[src/rtl/dbnc_pkg.sv]
package dbnc_pkg;
  // distance between neighbouring bank code fields in the setup word
  localparam int FIELD_STRIDE = 8;

  // tick period in cycles for a given base divider and code
  function automatic int period_of(input int base, input int code);
    return base << code;
  endfunction
endpackage

[src/rtl/dbnc_sync.sv]
module dbnc_sync #(
  parameter int W = 8
) (
  input  logic         clk,
  input  logic [W-1:0] d,
  output logic [W-1:0] q
);
  logic [W-1:0] meta_q;
  logic [W-1:0] stab_q;

  always_ff @(posedge clk) begin
    meta_q <= d;
    stab_q <= meta_q;
  end

  assign q = stab_q;
endmodule

[src/rtl/dbnc_prescaler.sv]
module dbnc_prescaler #(
  parameter int CODE_W   = 3,
  parameter int BASE_DIV = 32
) (
  input  logic              clk,
  input  logic              rst,
  input  logic              restart,
  input  logic [CODE_W-1:0] code,
  output logic              tick
);
  localparam int MAX_DIV = BASE_DIV << ((1 << CODE_W) - 1);
  localparam int CNT_W   = $clog2(MAX_DIV);

  logic [CNT_W:0]   div_w;
  logic [CNT_W-1:0] lim;
  logic [CNT_W-1:0] cnt_q;
  logic             tick_q;

  always_comb begin
    div_w = (CNT_W+1)'(BASE_DIV) << code;
    lim   = CNT_W'(div_w - 1'b1);
  end

  always_ff @(posedge clk) begin
    if (rst || restart) begin
      cnt_q  <= '0;
      tick_q <= 1'b0;
    end else if (cnt_q == lim) begin
      cnt_q  <= '0;
      tick_q <= 1'b1;
    end else begin
      cnt_q  <= cnt_q + 1'b1;
      tick_q <= 1'b0;
    end
  end

  assign tick = tick_q;
endmodule

[src/rtl/dbnc_chan.sv]
module dbnc_chan #(
  parameter int STABLE_TICKS = 3
) (
  input  logic clk,
  input  logic rst,
  input  logic tick,
  input  logic sync_in,
  output logic level
);
  localparam int SC_W = $clog2(STABLE_TICKS + 1);
  localparam logic [SC_W-1:0] LAST = SC_W'(STABLE_TICKS - 1);

  logic [SC_W-1:0] run_q;
  logic            level_q;

  always_ff @(posedge clk) begin
    if (rst) begin
      level_q <= sync_in;
      run_q   <= '0;
    end else if (sync_in == level_q) begin
      run_q <= '0;
    end else if (tick) begin
      if (run_q == LAST) begin
        level_q <= sync_in;
        run_q   <= '0;
      end else begin
        run_q <= run_q + 1'b1;
      end
    end
  end

  assign level = level_q;
endmodule

[src/rtl/dbnc_bank.sv]
module dbnc_bank #(
  parameter int NUM_CH       = 32,
  parameter int GRP_CH       = 8,
  parameter int CODE_W       = 3,
  parameter int BASE_DIV     = 32,
  parameter int STABLE_TICKS = 3
) (
  input  logic              clk,
  input  logic              rst,
  input  logic              cfg_we,
  input  logic [NUM_CH-1:0] cfg_wdata,
  input  logic [NUM_CH-1:0] raw_in,
  output logic [NUM_CH-1:0] filt_out
);
  import dbnc_pkg::*;

  localparam int NUM_GRP = NUM_CH / GRP_CH;

  logic [CODE_W-1:0]  code_q [NUM_GRP];
  logic [NUM_GRP-1:0] grp_tick;
  logic [NUM_CH-1:0]  sync_w;
  logic [NUM_CH-1:0]  level_w;

  dbnc_sync #(.W(NUM_CH)) u_sync (
    .clk (clk),
    .d   (raw_in),
    .q   (sync_w)
  );

  for (genvar g = 0; g < NUM_GRP; g++) begin : g_grp
    always_ff @(posedge clk) begin
      if (rst)
        code_q[g] <= '0;
      else if (cfg_we)
        code_q[g] <= cfg_wdata[g*FIELD_STRIDE +: CODE_W];
    end

    dbnc_prescaler #(.CODE_W(CODE_W), .BASE_DIV(BASE_DIV)) u_pre (
      .clk     (clk),
      .rst     (rst),
      .restart (cfg_we),
      .code    (code_q[g]),
      .tick    (grp_tick[g])
    );

    for (genvar c = 0; c < GRP_CH; c++) begin : g_ch
      dbnc_chan #(.STABLE_TICKS(STABLE_TICKS)) u_ch (
        .clk     (clk),
        .rst     (rst),
        .tick    (grp_tick[g]),
        .sync_in (sync_w[g*GRP_CH + c]),
        .level   (level_w[g*GRP_CH + c])
      );
    end
  end

  assign filt_out = level_w;
endmodule

[config.mk]
export PLATFORM = sky130hd
export DESIGN_NAME = dbnc_bank
export DESIGN_NICKNAME = d
export VERILOG_FILES = /design/src/rtl/dbnc_pkg.sv /design/src/rtl/dbnc_sync.sv /design/src/rtl/dbnc_prescaler.sv /design/src/rtl/dbnc_chan.sv /design/src/rtl/dbnc_bank.sv
export SDC_FILE = /design/constraint.sdc
export NUM_CORES = 1
export LEC_CHECK = 0
export ABC_CLOCK_PERIOD_IN_PS = 2500
export BUFFER_PORTS_ARGS = -buffer_cell sky130_fd_sc_hd__buf_2
export CELL_PAD_IN_SITES_DETAIL_PLACEMENT = 1
export CELL_PAD_IN_SITES_GLOBAL_PLACEMENT = 2
export CORE_ASPECT_RATIO = 1.75
export CORE_MARGIN = 3
export CORE_UTILIZATION = 35
export CTS_CLUSTER_DIAMETER = 50
export DETAILED_ROUTE_END_ITERATION = 10
export GPL_TIMING_DRIVEN = 0
export PLACE_DENSITY = 0.81
export SYNTH_ARGS = -nofsm -noshare
export SYNTH_HDL_FRONTEND = slang
export SYNTH_HIERARCHICAL = 1
export SYNTH_SLANG_ARGS = --single-unit
[constraint.sdc]
create_clock -name clk -period 2.5 [get_ports clk]
set_clock_uncertainty 0.2 [all_clocks]
set_input_delay 0.5 -clock clk [delete_from_list [all_inputs] [get_ports clk]]
set_output_delay 0.5 -clock clk [all_outputs]
set_load 0.005 [all_outputs]
==> out/results.ini <==
[critical_path]
crit_required_ns = 2.67
slowest_delay_ns = 0.53
cp-start-kind = register
crit_path_end_kind = register
crit_fanout = 5
critical_path_class = register to register
critical_path.cell_chain = or3_4 -> ha_4 -> nor3b_4 -> or4_4 -> a22oi_2 -> buf_6 -> a211oi_2
crit_buf_inv = 1
slowest_stage = or4_4
arrival_ns = 2.79
reg2regPathDepth = 7
path_delay_family = simple AND/OR/NAND/NOR gates
r2r-start = code_q[2][2]
worst-path-stages = 7
r2r_slack_ns = -0.12
r2r_end = g_grp[2].u_pre/cnt_q[0]

[hold_path]
whs_path_depth = 2
min_path_type = primary input to register
hp-start = cfg_wdata[0]
holdPathEnd = code_q[0][0]

[yosys]
synth_edf_count = 44
netlist_area_mm2 = 0.009480
yosys_warnings = 6
ys_top_cells_by_count = dfxtp_1 (180), xnor2_1 (73), nand3b_1 (66)
synth_most_common_cell = dfxtp_1
async_reset_ff_share_pct = 0
ys_seq_elements = 224
yosys.area.top_type = dfxtp_1
synthFlopType = dfxtp_1
yosysSeqAreaShare_pct = 51.95
synth.area.top_cells = dfxtp_1 (38%), edfxtp_1 (14%), xnor2_1 (6.7%), a211oi_2 (5.4%), nand3b_1 (5.2%)
postSynthNetCount = 898
netlist-cell-type-count = 59
synth_cells = 823
synth_top_area_share_pct = 38.01
avgSynthCellArea_um2 = 11.52

[grt]
grt_pass1_wl_um = 33280
antenna_found_initial = 0
track_usage_pct = 13.58
grt_start_max_net_pins = 75
grt_pass1_vias = 6996
grt_overflow = 0

[clock_network]
clk_pin_slew_worst_paths_ns = 0.06
cts_root_buffer = clkbuf_16
cts_buffer_depth = 3
cts_made_buffers = 25
htreeDepth = 1
clock_latency_ns = 0.52
cts_sinks = 224
cts_tree = yes

[run_status]
violations = negative setup slack
status = finished, violations left

[sta]
holdWs_ns = 0.1047
slew-limit-headroom_pct = 26.13
post-route-period-util_pct = 104.7
fmax_mhz = 381.9
worstMarginPinSlew_ns = 1.106
rsz0062_at_grt = yes
setup_ws_ns = -0.1182
period_needed_ns = 2.618
setup_viol = 35
drv_slew = 0
finalHoldViolations = 0

[floorplanning]
core-area_mm2 = 0.02659
rows = 79
die_area_mm2 = 0.02918
die-height_um = 223.7
ios = 99
die_w_um = 130.4
start_util_pct = 35.65

[routing]
first_iter_violations = 233
firstDrtPassIters = 6
remaining_drc_errors = 0
post_drt_wl_per_cell_um = 15.04
route.vias.total = 6776
via_per_inst = 5.064
postRouteAntennaNets = 0
drt-total-wl_um = 20130

[final_layout]
drive_gt1_share_pct = 27.12
finalNetCount = 1071
stdcell_count = 1338
n_antenna_cell = 0
area_growth_pct = 27.74
nFillCells = 2842

[placement]
hpwl_um = 12440
portBuffers = 78
dp_cells = 1226
place_congestion = 0.7165

[pwr]
leakage_nw = 4.012
ir_drop_v = 0.0004661
power_density_mw_per_mm2 = 694.5

[run]
maxCapViolCount = 0

## worst max-delay path by stage
stage / startpoint / endpoint
final: code_q[2][2] / g_grp[2].u_pre/cnt_q[0]
after global placement: rst / g_grp[2].u_pre/cnt_q[4]
after global routing: code_q[2][2] / g_grp[2].u_pre/cnt_q[8]
after CTS: code_q[2][1] / g_grp[2].u_pre/cnt_q[0]
after detailed placement: code_q[0][2] / g_grp[0].u_pre/cnt_q[11]
after floorplan: code_q[2][2] / g_grp[2].u_pre/cnt_q[0]
## kinds of logic (layout without fill, tap and decap cells)
| group | count (synthesis) | after routing | share of synthesized area [%] |
|---|---|---|---|
| fa+ha+maj | 8 | 8 | 1.056 |
| xor+xnor | 89 | 89 | 8.222 |
| simple gates | 336 | 336 | 22.94 |
| buf+inv | 25 | 216 | 1.637 |
| compound gates | 141 | 141 | 14.20 |
| flops | 224 | 224 | 51.95 |
## per-layer routing
metal / vias to the layer above / share of wire (%) / global-route usage [%]
met1: 3310 / 40 / 15.21
met5: - / 0 / 0
li1: 3361 / - / -
met2: 75 / 55 / 25.90
met4: 0 / 2.0 / 4.019
met3: 30 / 3.2 / 1.980
## layout make-up
cell class / instances / area, um2 / area share, %
Buffer: 14 / 123.9 / 1.023
Clock buffer: 33 / 718.2 / 5.930
Clock inverter: 12 / 147.6 / 1.219
Inverter: 8 / 30.03 / 0.2480
Multi-Input combinational cell: 574 / 4682 / 38.66
Sequential cell: 224 / 4925 / 40.67
Tap cell: 324 / 405.4 / 3.347
Timing Repair Buffer: 149 / 1079 / 8.906
## worst register-to-register path, delay by kind of cell, from the launching register on
family,cells,cell delay [ns]
AND/OR/NAND/NOR,3,1.09
buffers and inverters,1,0.19
AO/OA/AOI/OAI,2,0.38
adder cells (fa/ha/maj),1,0.18
flip-flops,1,0.43
## placed cells by master, fill, tap and decap left out, types with 4 or more instances in the layout
master	n
edfxtp_1	44
buf_6	14
ha_4	4
xor2_1	16
nand3b_1	66
nor2_1	29
xnor2_1	72
a211oi_2	41
dfxtp_1	180
or3b_1	32
buf_2	77
nor3_1	15
o2bb2ai_1	4
o31a_1	4
nand3_1	17
ha_1	4
clkbuf_16	28
o21bai_1	33
and4_1	4
and3b_1	10
nand2b_1	64
dlygate4sd3_1	32
nor2_2	17
clkbuf_1	7
buf_4	33
inv_1	7
nor2_4	6
and3_1	4
a211oi_1	32
nand2_1	16
nor2b_1	7
nand4_1	7
## power breakdown
part	switching (mW)	internal [mW]
Combinational	0.378	0.394
Clock	1.52	2.26
Sequential	0.0632	3.80
## state kept, by name, summed over array words and instances (netlist names)
register,flops
g_grp.g_ch.u_ch/level,32
u_sync/q,32
code_q,12
g_grp.g_ch.u_ch/run_q,64
u_sync/meta_q,32
g_grp.u_pre/tick,4
g_grp.u_pre/cnt_q,48
## timing repair
action / in CTS / in global routing
endpoints found under the hold margin: 32 / 0
hold buffers: 32 / 0
pin swaps: 33 / 30
endpoints found under the setup margin: 43 / 42
buffers inserted: 24 / 13
cloned: 2 / 1
resized for setup: 30 / 44
## metrics by stage
stage / worst slack [ns] / util [%] / instance area (um2) / power (mW) / setup TNS, ns
5_1_grt: -0.1995 / 45.55 / 12110 / 8.791 / -5.346
4_1_cts: -0.1456 / 44.74 / 11900 / 8.514 / -1.728
3_3_place_gp: -1.187 / 38.74 / 10300 / 4.483 / -105.48
2_1_floorplan: -0.03500 / - / 9504 / 4.301 / -0.2984
3_5_place_dp: -0.3707 / 38.85 / 10330 / 4.499 / -10.48
6_report: -0.1182 / 45.55 / 12110 / 8.410 / -1.461
Note: power is estimated with default switching activity, not from simulation.
